===== config.mk =====
export PLATFORM = sky130hd
export DESIGN_NAME = cpu_intq_ctrl
export DESIGN_NICKNAME = d
export VERILOG_FILES = /design/src/rtl/intq_pkg.sv /design/src/rtl/intq_access_dec.sv /design/src/rtl/intq_ptr_regs.sv /design/src/rtl/intq_trap_gen.sv /design/src/rtl/cpu_intq_ctrl.sv
export SDC_FILE = /design/constraint.sdc
export NUM_CORES = 1
export LEC_CHECK = 0
export BUFFER_PORTS_ARGS = -buffer_cell sky130_fd_sc_hd__buf_2
export CORE_UTILIZATION = 55
export CTS_BUF_LIST = sky130_fd_sc_hd__clkbuf_4 sky130_fd_sc_hd__clkbuf_8
export CTS_CLUSTER_DIAMETER = 50
export DETAILED_ROUTE_END_ITERATION = 12
export GPL_ROUTABILITY_DRIVEN = 0
export PLACE_DENSITY = 0.79
export SETUP_SLACK_MARGIN = 0.5
export SYNTH_ARGS = -nofsm -noshare
export SYNTH_HDL_FRONTEND = slang
export SYNTH_SLANG_ARGS = --single-unit

===== constraint.sdc =====
create_clock -name clk -period 2.4 [get_ports clk]
set_input_delay 0.36 -clock clk [delete_from_list [all_inputs] [get_ports clk]]
set_output_delay 0.36 -clock clk [all_outputs]
set_load 0.1 [all_outputs]

===== src/rtl/intq_pkg.sv =====
package intq_pkg;

    typedef enum logic [1:0] {
        PRIV_USER  = 2'd0,
        PRIV_SUPER = 2'd1,
        PRIV_HYPER = 2'd2,
        PRIV_RSVD  = 2'd3
    } priv_e;

    typedef enum logic {
        SEL_HEAD = 1'b0,
        SEL_TAIL = 1'b1
    } qsel_e;

    localparam int unsigned TT_W = 8;
    localparam logic [TT_W-1:0] TT_BAD_ACCESS = 8'h14;
    localparam logic [TT_W-1:0] TT_QUEUE_INT  = 8'h7c;

    localparam int unsigned NUM_PTR = 2;

    // decoded outcome of one register access
    typedef struct packed {
        logic rd_ok;
        logic head_wr;
        logic tail_wr;
        logic fault;
    } acc_dec_t;

    function automatic logic priv_may_access(priv_e p);
        return (p == PRIV_SUPER) || (p == PRIV_HYPER);
    endfunction

    function automatic logic priv_may_move_tail(priv_e p);
        return p == PRIV_HYPER;
    endfunction

    function automatic logic priv_may_take_intr(priv_e p);
        return (p == PRIV_USER) || (p == PRIV_SUPER);
    endfunction

endpackage


===== src/rtl/intq_access_dec.sv =====
module intq_access_dec
    import intq_pkg::*;
(
    input  logic     valid,
    input  qsel_e    sel,
    input  logic     we,
    input  priv_e    priv,
    output acc_dec_t dec
);
    logic allowed;
    logic tail_block;

    always_comb begin
        tail_block  = we && (sel == SEL_TAIL) && !priv_may_move_tail(priv);
        allowed     = priv_may_access(priv) && !tail_block;
        dec.rd_ok   = valid && allowed && !we;
        dec.head_wr = valid && allowed && we && (sel == SEL_HEAD);
        dec.tail_wr = valid && allowed && we && (sel == SEL_TAIL);
        dec.fault   = valid && !allowed;
    end
endmodule


===== src/rtl/intq_ptr_regs.sv =====
module intq_ptr_regs
    import intq_pkg::*;
#(
    parameter int unsigned PTR_W = 64
) (
    input  logic             clk,
    input  logic             rst,
    input  acc_dec_t         dec,
    input  qsel_e            sel,
    input  logic [PTR_W-1:0] wdata,
    output logic [PTR_W-1:0] head_q,
    output logic [PTR_W-1:0] tail_q,
    output logic [PTR_W-1:0] rd_q
);
    logic [NUM_PTR-1:0][PTR_W-1:0] ptr_q;
    logic [NUM_PTR-1:0]            ptr_we;

    assign ptr_we[SEL_HEAD] = dec.head_wr;
    assign ptr_we[SEL_TAIL] = dec.tail_wr;

    for (genvar i = 0; i < NUM_PTR; i++) begin : g_ptr
        always_ff @(posedge clk) begin
            if (rst)
                ptr_q[i] <= '0;
            else if (ptr_we[i])
                ptr_q[i] <= wdata;
        end
    end

    always_ff @(posedge clk) begin
        if (rst)
            rd_q <= '0;
        else if (dec.rd_ok)
            rd_q <= ptr_q[sel];
    end

    assign head_q = ptr_q[SEL_HEAD];
    assign tail_q = ptr_q[SEL_TAIL];
endmodule


===== src/rtl/intq_trap_gen.sv =====
module intq_trap_gen
    import intq_pkg::*;
#(
    parameter int unsigned PTR_W = 64
) (
    input  logic             clk,
    input  logic             rst,
    input  logic             fault_now,
    input  logic [PTR_W-1:0] head_q,
    input  logic [PTR_W-1:0] tail_q,
    input  priv_e            priv,
    input  logic             ie,
    output logic             fault_req,
    output logic [TT_W-1:0]  fault_tt,
    output logic             intr_req,
    output logic [TT_W-1:0]  intr_tt
);
    logic fault_q;
    logic pending;

    always_ff @(posedge clk) begin
        if (rst)
            fault_q <= 1'b0;
        else
            fault_q <= fault_now;
    end

    always_comb begin
        pending   = head_q != tail_q;
        intr_req  = pending && ie && priv_may_take_intr(priv) && !fault_q;
        intr_tt   = intr_req ? TT_QUEUE_INT : '0;
        fault_req = fault_q;
        fault_tt  = fault_q ? TT_BAD_ACCESS : '0;
    end
endmodule


===== src/rtl/cpu_intq_ctrl.sv =====
module cpu_intq_ctrl
    import intq_pkg::*;
#(
    parameter int unsigned PTR_W = 64
) (
    input  logic             clk,
    input  logic             rst,
    input  logic             acc_valid,
    input  logic             acc_sel,
    input  logic             acc_we,
    input  logic [PTR_W-1:0] acc_wdata,
    input  logic [1:0]       acc_priv,
    input  logic             intr_en,
    output logic [PTR_W-1:0] rd_data,
    output logic             fault_req,
    output logic [7:0]       fault_tt,
    output logic             intr_req,
    output logic [7:0]       intr_tt
);
    priv_e            priv_cur;
    qsel_e            sel_cur;
    acc_dec_t         dec;
    logic [PTR_W-1:0] head_q;
    logic [PTR_W-1:0] tail_q;

    assign priv_cur = priv_e'(acc_priv);
    assign sel_cur  = qsel_e'(acc_sel);

    intq_access_dec u_dec (
        .valid (acc_valid),
        .sel   (sel_cur),
        .we    (acc_we),
        .priv  (priv_cur),
        .dec   (dec)
    );

    intq_ptr_regs #(.PTR_W(PTR_W)) u_ptr (
        .clk    (clk),
        .rst    (rst),
        .dec    (dec),
        .sel    (sel_cur),
        .wdata  (acc_wdata),
        .head_q (head_q),
        .tail_q (tail_q),
        .rd_q   (rd_data)
    );

    intq_trap_gen #(.PTR_W(PTR_W)) u_trap (
        .clk       (clk),
        .rst       (rst),
        .fault_now (dec.fault),
        .head_q    (head_q),
        .tail_q    (tail_q),
        .priv      (priv_cur),
        .ie        (intr_en),
        .fault_req (fault_req),
        .fault_tt  (fault_tt),
        .intr_req  (intr_req),
        .intr_tt   (intr_tt)
    );
endmodule


---- After elaboration in Yosys (flattened, before gate mapping) ----
Cells that the tools add are included.
word-level totals
  memory bits (read-only) ................. 0
  memory bits (writable) .................. 0
  memories kept ........................... 0
  latch bits .............................. 0
  input bits .............................. 72
  flip-flop bits (word level) ............. 193
cells by class
  add/subtract/negate cells ............... 0
  muxes and demuxes ....................... 4
  reductions and logical operators ........ 20
  divide/modulo/power cells ............... 0
  shift operators ......................... 0
  bitwise gates (word level) .............. 1
  magnitude comparators ................... 1
  eq/ne operators ......................... 3
  multiply operators ...................... 0
operators by type and width
  kind                                                        count
  two-way mux 64 bit                                          2
  != test 64 bit                                              1
  logical AND 1 bit                                           12
  two-way mux 7 bit                                           1
  zero test 1 bit                                             5
  two-way mux 5 bit                                           1
  == test 2 x 1 -> 1 bit, second input constant               1
  == test 2 bit, second input constant                        1
  zero test 2 bit                                             1
  logical OR 1 bit                                            2
  less-than comparator 1 x 2 -> 1 bit, second input constant  1
  NOT 1 bit                                                   1

---- Longest topological paths before layout ----
Gate-level depths: netlist (run 1).
  depth after elaboration ................. 8
  mapped depth ............................ 8
  mapped depth without buffers ............ 6

---- Cells and area by module ----
Synthesis (run 1) repeated with hierarchy kept, for this count alone.
second synthesis, totals
  cell total of the unflattened synthesis .. 811
  area, all modules ....................... 8235.4 µm²
modules (own cells, without submodules)
  module           area each (µm²)  cells an instance  times used
  intq_ptr_regs    7313.3           696                1
  intq_trap_gen    850.8            105                1
  intq_access_dec  71.3             10                 1

---- Worst setup path before layout (run 1) ----
Ideal clock, no wire load.
  path type ............................... flip-flop to output port
  from .................................... reg u_trap.fault_q, in the netlist u_trap.fault_req
  to ...................................... out intr_tt[2]
  buffers on the path ..................... 1
  data required time ...................... 2.040 ns
  slack ................................... -2.961 ns
  data arrival time ....................... 5.001 ns
  stages on the path, launching flop included .. 3
  cell sequence ........................... dfxtp_1 nor4b_1 buf_4
on the way
  longest elaborated chain between the ends .. 3
RTL lines
  item                      RTL line             text
  start: declaration        intq_trap_gen.sv:18  logic fault_q;
  start signal: assignment  intq_trap_gen.sv:25  fault_q <= fault_now;
  zero test 1 bit           intq_trap_gen.sv:30  intr_req = pending && ie && priv_may_take_intr(priv) && !fault_q;
  logical AND 1 bit         intq_trap_gen.sv:30
  via intr_req              cpu_intq_ctrl.sv:17  output logic intr_req,
  two-way mux 7 bit         intq_trap_gen.sv:31  intr_tt = intr_req ? TT_QUEUE_INT : '0;
  end: declaration          cpu_intq_ctrl.sv:18  output logic [7:0] intr_tt
The timed path passes the listed nets, and every way through them passes these cells.

---- Worst setup path after layout (run 1) ----
  from .................................... reg u_ptr.ptr_q, in the netlist u_ptr.head_q[28]
  to ...................................... out intr_tt[4]
on the way
  longest elaborated chain between the ends .. 5
RTL lines
  item                              RTL line             text
  start: declaration                intq_ptr_regs.sv:15  logic [NUM_PTR-1:0][PTR_W-1:0] ptr_q;
  start signal: indexed assignment  intq_ptr_regs.sv:26  ptr_q[i] <= wdata;
  != test 64 bit                    intq_trap_gen.sv:29  pending = head_q != tail_q;
  logical AND 1 bit (3 in a row)    intq_trap_gen.sv:30
  two-way mux 7 bit                 intq_trap_gen.sv:31
No other way between the ends.

==> results.md, run 1 <==
- Outcome: finished with violations
- Failing checks: negative setup slack
- Met1 global-route usage: 0.371
- Vias in the first global route: between 6000 and 7000
- Routed WL: 21100 um
- First-pass GRT wire length: 32500 um
- Yosys warning count: 0
- Residual DRC count: 0
- LEAKAGE: just over 4 nW
- Gate power share: 0.186
- Register area share after synthesis: 0.473
- CP cell instances: xor2_1, nor4_1, nand4_1, nor4_4, nor4b_4, buf_6, buf_8
- Clock slew at reported path FFs: 0.10 ns
- Vias per std cell: 5.50
- Rel. slew slack: 0.652
- CTS max path bufs: 2
- Sequential Power Share: 0.494
- Fill count: 1262
- CTS Buf Count: 17
- Hold Crit Class: primary input to flip-flop
- Worst path buffer plus inverter count: 2
- GRT Max-Usage Layer: met2
- End-of-flow core utilization: 0.658
- Hold-fix buffers, CTS: 0
- Max-slew violations: 0
- DRT antenna net count: 0
- Initial DRC Count: 581
- First-pass iteration count of the detailed router: 5
- Area grow syn2layout: 17.1%
- GR Util met3: 0.0687
- Fmax: between 300 and 400 MHz
- Post-place setup slack: between 0.06 and 0.07 ns
- Most frequent cells in the layout: nand2_1 (257), buf_2 (136), a21oi_1 (128), dfxtp_1 (103), dfxtp_2 (90)
- FF/Latch Area: 3980 um^2
- Die X: roughly 120 um
- Peak supply drop: 408 uV
- Startpoint types: flip-flop
- Avg WL per Cell: 16.7 um
- Largest net degree at the start of global routing: 77
- Psw: roughly 2.1 mW
- Initial Utilization: 0.562
- Number of synthesized flops with an enable pin: 0
- Flops & latches, synth: 193
- Setup TNS: -1.87 ns
- WS Path Type: flip-flop to primary output
- Synth Instances: between 900 and 1000
- # Max-Cap Violations: 0
- Die span in y: roughly 120 um
- Die area: between 15000 and 20000 um^2
- CP Data Arrival Time: around 2.4 ns
- Clock power frac: 0.321
- Clock sink total: between 150 and 200
- I/O pins: 154
- Final Cycle Share: 1.14
- Final hold vios: 0
- CTS H-tree lvls: 4
- Synth cell types: 26
- Port bufs: 144
- Initial antenna violation count: 3
- Sw Share: 0.314
- CP max-delay cell: nor4_4
- Commonest non-fill, non-tap cell in the layout: nand2_1
- Fraction of layout cells with a size suffix above 1: 0.276
- Least-Margin Pin Slew: 0.522 ns
- CP top delay family: simple AND/OR/NAND/NOR gates
- Synth Flop Type: dfxtp_1
- Clk Latency, worst-skew pair: 0.48 ns
- Hpwl dp: 14300 um
- CTS Root Cell: clkbuf_8
- Syn Area/Cell: roughly 8.5 um^2
- Worst EP required: 2.04 ns
- Via count: 6914
- Setup crit end kind: primary output
- Power density cells: just over 700 nW/um^2
- Synth Cell Area: roughly 8200 um^2
- GR Util met2: 0.462
- Worst clock skew: between 0.015 and 0.02 ns
- Core Footprint: between 10000 and 15000 um^2
- Multi-input logic area: 3880 um^2
- Row cnt: 44
- Total gr overflow: 0
- Final setup margin: -0.337 ns
- Largest fanout on the critical path: 5
- RSZ-0062 raised after global routing: true
- NumNets Final: between 1000 and 1500
- # setup viols final: 6
- Internal: 4.68 mW
- CTS tree: done
- Asr flop ratio synth: 0
- Minimum clock period after layout: 2.74 ns
- CP peak stage delay: 0.43 ns
- GRT Overall Usage: 0.283
==> worst min-delay path: stages <==
cell     delay, ns
buf_2         0.11
nand2_1       0.05
a21oi_1       0.05
==> registers in the layout, indices dropped and copies added (netlist names) <==
name,flops
u_ptr.head_q,64
u_trap.fault_req,1
u_ptr.tail_q,64
u_ptr.rd_q,64
==> power groups by stage <==
stage | Sequential [mW] | Clock (mW) | Combinational [mW]
after floorplan | 3.89 | 0 | 0.530
after global placement | 3.44 | 0 | 1.21
after detailed placement | 3.44 | 0 | 1.22
after CTS | 3.37 | 2.20 | 1.25
after global routing | 3.38 | 2.34 | 1.33
final | 3.37 | 2.19 | 1.27
==> cells by family (layout without fill, tap and decap cells) <==
logic type                 count (synthesis)  after routing  share of synthesized area
muxes                                     64             64                     0.0784
AOI/OAI and AO/OA                        193            193                      0.138
DFF                                      193            193                      0.473
other                                      1             10                   0.000459
adders and majority gates                  3              3                    0.00459
and+or+nand+nor                          352            352                      0.174
xor gates and xnor gates                  64             64                     0.0686
buffers and inverters                     88            195                     0.0637
==> final timing paths <==
kind                                        from               end  slack (ns)  depth (start not counted)
worst max-delay path            u_ptr.head_q[28]        intr_tt[4]       -0.34                          7
worst min-delay path               acc_wdata[31]  u_ptr.tail_q[31]        0.12                          3
worst max register to register   u_ptr.tail_q[3]     u_ptr.rd_q[3]        1.49                          2
worst min register to register  u_ptr.head_q[12]  u_ptr.head_q[12]        0.47                          2
==> per-stage QoR <==
step / hold WS (ns) / total power, mW / area [um^2] / std cells
detailed placement: 0.457 / 4.66 / 9040 / 1223
global route: 0.106 / 7.05 / 9570 / 1257
CTS: 0.108 / 6.81 / 9510 / 1256
global placement: 0.453 / 4.65 / 9040 / 1223
floorplan: 0.449 / 4.42 / 8330 / 966
finish: 0.118 / 6.82 / 9570 / 1258
==> cell usage after synthesis, types with 2 or more instances <==
cell type / instances / area (um^2)
nor2_1: 66 / 248
ha_1: 3 / 37.5
buf_2: 23 / 115
nand4_1: 4 / 25.0
xor2_1: 64 / 561
nand2_1: 257 / 965
nor4_1: 16 / 100
mux2i_1: 64 / 641
a211oi_1: 64 / 480
a21oi_1: 128 / 641
buf_4: 41 / 308
inv_1: 2 / 7.51
clkbuf_1: 21 / 78.8
dfxtp_1: 193 / 3860
==> repair_timing <==
action / CTS / global route
pin swaps: 3 / 4
endpoints found under the setup margin: 6 / 6
setup buffers: 2 / 1
resized for setup: 14 / 11
==> per-layer routing <==
layer  part of all wire  wire, um
met1               0.42      8780
met2               0.49     10400
met3              0.075      1570
met4              0.015       307
met5             0.0015        31
==> cell type report <==
class | count | area share
Inverter | 2 | 0.000784
Tap cell | 184 | 0.0241
Sequential cell | 193 | 0.415
Clock buffer | 21 | 0.0282
Timing Repair Buffer | 162 | 0.111
Multi-Input combinational cell | 685 | 0.406
Antenna cell | 1 | 0.000261
Clock inverter | 10 | 0.0143
Note: power is estimated with default switching activity, not from simulation.
==> run 2, diff against run 1 <==
--- a/config.mk
+++ b/config.mk
@@ -11,7 +11,7 @@
 export CTS_CLUSTER_DIAMETER = 50
 export DETAILED_ROUTE_END_ITERATION = 12
 export GPL_ROUTABILITY_DRIVEN = 0
-export PLACE_DENSITY = 0.79
+export PLACE_DENSITY_LB_ADDON = 0.08
 export SETUP_SLACK_MARGIN = 0.5
 export SYNTH_ARGS = -nofsm -noshare
 export SYNTH_HDL_FRONTEND = slang
==> run 2 against run 1 <==
Effect of this change:
- the run still ends with negative setup slack left
- critical path depth up 1
- sequential power hardly changed
- routed wire length down 1.5%
- utilization stayed put
- die area is the same
- fmax grew 0.74%
- largest power group unchanged
- critical endpoint unchanged
- register-to-register slack worse by 0.04 ns
==> results.md, run 2 (same netlist as run 1, synthesis figures left out) <==
- Largest net degree at the start of global routing: 75
- Outcome: finished with violations
- CTS max path bufs: 2
- I/O pins: 154
- # Max-Cap Violations: 0
- R2r setup slk: between 1 and 1.5 ns
- DRT antenna net count: 0
- R2R cell count: 2
- Failing checks: negative setup slack
- Placed cells: 1230
- Setup crit end kind: primary output
- Hold-fix buffers, CTS: 0
- GRT Overall Usage: 0.282
- Cell depth of the worst hold path: 3
- Port bufs: 144
- Minimum clock period after layout: 2.72 ns
- RSZ-0062 raised after global routing: true
- CTS H-tree lvls: 4
- Avg WL per Cell: 16.4 um
- Hpwl dp: 14000 um
- Worst EP required: ~2.0 ns
- Clk Latency, worst-skew pair: 0.48 ns
- Final Cycle Share: 1.13
- N_diodes: 0
- CTS Root Cell: clkbuf_8
- Initial DRC Count: 574
- Fraction of layout cells with a size suffix above 1: 0.282
- Die span in y: 124 um
- Clock slew at reported path FFs: around 0.090 ns
- LEAKAGE: 4.09 nW
- Row cnt: 44
- Residual DRC count: 0
- Least-Margin Pin Slew: 0.537 ns
- Fmax: roughly 370 MHz
- Fin cells: between 1000 and 1500
- Rel. slew slack: 0.642
- Max-slew violations: 0
- Vias per std cell: 5.42
- WS Path Type: flip-flop to primary output
- Final setup margin: -0.317 ns
- Initial Utilization: 0.562
- Worst r2r src: u_ptr.tail_q[3]
- Peak supply drop: 595 uV
- Worst hold endpoint: u_ptr.head_q[19]
- Largest fanout on the critical path: 6
- Setup TNS: -1.88 ns
- Critical R2R Capture: u_ptr.rd_q[3]
- Hold Crit Class: primary input to flip-flop
- CTS Buf Count: 17
- Total power: just under 7 mW
- CTS tree: done
- Worst Hold Slack: approximately 0.12 ns
- Post-place setup slack: about 0.086 ns
- Routed WL: 20700 um
- Initial antenna violation count: 0
- Design Area, Final: about 9600 um^2
- Core Footprint: 14500 um^2
- Worst clock skew: 0.0111 ns
- First-pass iteration count of the detailed router: 5
- End-of-flow core utilization: 0.658
- CP Data Arrival Time: 2.36 ns
- Commonest non-fill, non-tap cell in the layout: nand2_1
- Via count: 6851
- Total gr overflow: 0
- Clock sink total: 193
- # setup viols final: 6
- Die X: 124 um
- Final hold vios: 0
- Dpl cell area: 9040 um^2
- Power density cells: about 700 nW/um^2
- Area grow syn2layout: 17.1%
- Most frequent cells in the layout: nand2_1 (257), buf_2 (136), a21oi_1 (128), dfxtp_1 (104), dfxtp_2 (89)
- Vias in the first global route: between 5000 and 6000
- NumNets Final: around 1100
- Hold_sp: acc_wdata[19]
- First-pass GRT wire length: about 32000 um
- Die area: 15300 um^2
- Startpoint types: flip-flop
[run 2: cell types whose count changed in the layout (fill, tap and decap cells not counted), moves of 2 or more]
| cell | before | now |
|---|---|---|
| buf_6 | 2 | 7 |
| clkbuf_8 | 18 | 20 |
| buf_12 | 12 | 8 |
| buf_4 | 8 | 16 |
| buf_8 | 4 | 0 |
| nor4_2 | 5 | 8 |
| nor4_1 | 11 | 9 |
[run 2: how the worst max path moves through the flow]
stage / startpoint / slack (ns) / endpoint
floorplan: u_ptr.tail_q[13] / -0.31 / intr_tt[2]
global placement: u_ptr.head_q[52] / 0.09 / intr_tt[2]
detailed placement: u_ptr.head_q[53] / 0.09 / intr_tt[6]
CTS: u_ptr.head_q[30] / -0.36 / intr_tt[4]
global route: u_ptr.tail_q[56] / -0.51 / intr_tt[3]
finish: u_ptr.head_q[30] / -0.32 / intr_tt[4]
[run 2: routing by layer]
| layer | track usage | vias to the layer above | routed length, um |
|---|---|---|---|
| met2 | 0.433 | 201 | 9560 |
| met1 | 0.385 | 3206 | 9570 |
| li1 | - | 3416 | - |
| met3 | 0.0517 | 28 | 1070 |
| met5 | 0 | - | 0 |
| met4 | 0.123 | 0 | 540 |
[run 2: layout make-up]
class	count	area, um^2
fillers	1294	4960
flip-flops and latches	193	3980
multi-input cells	685	3890
repair buffers	167	1040
clock buffers	22	290
well taps	184	230
clock inverters	10	133
inverters	2	7.51
[run 2: where the power goes]
| group | internal, mW | leakage (nW) | switching (mW) |
|---|---|---|---|
| logic | 0.287 | 2.27 | 0.967 |
| clock network | 1.13 | 0.211 | 1.12 |
| registers | 3.30 | 1.61 | 0.0622 |
[run 2: what timing repair did]
action / in CTS / in global routing
pin swaps: 4 / 1
buffers inserted: 1 / 0
setup endpoints to repair: 6 / 6
gates resized for setup: 20 / 2
gates cloned: 0 / 0
[run 2: worst max-delay path, cell delays in order, from the launching register on]
cell and delay (ns):
dfxtp_2 0.34, xor2_1 0.16, nor4_2 0.32, nand4_1 0.18, nor4_2 0.33, buf_4 0.18
nor4b_4 0.04, buf_6 0.15, buf_6 0.18
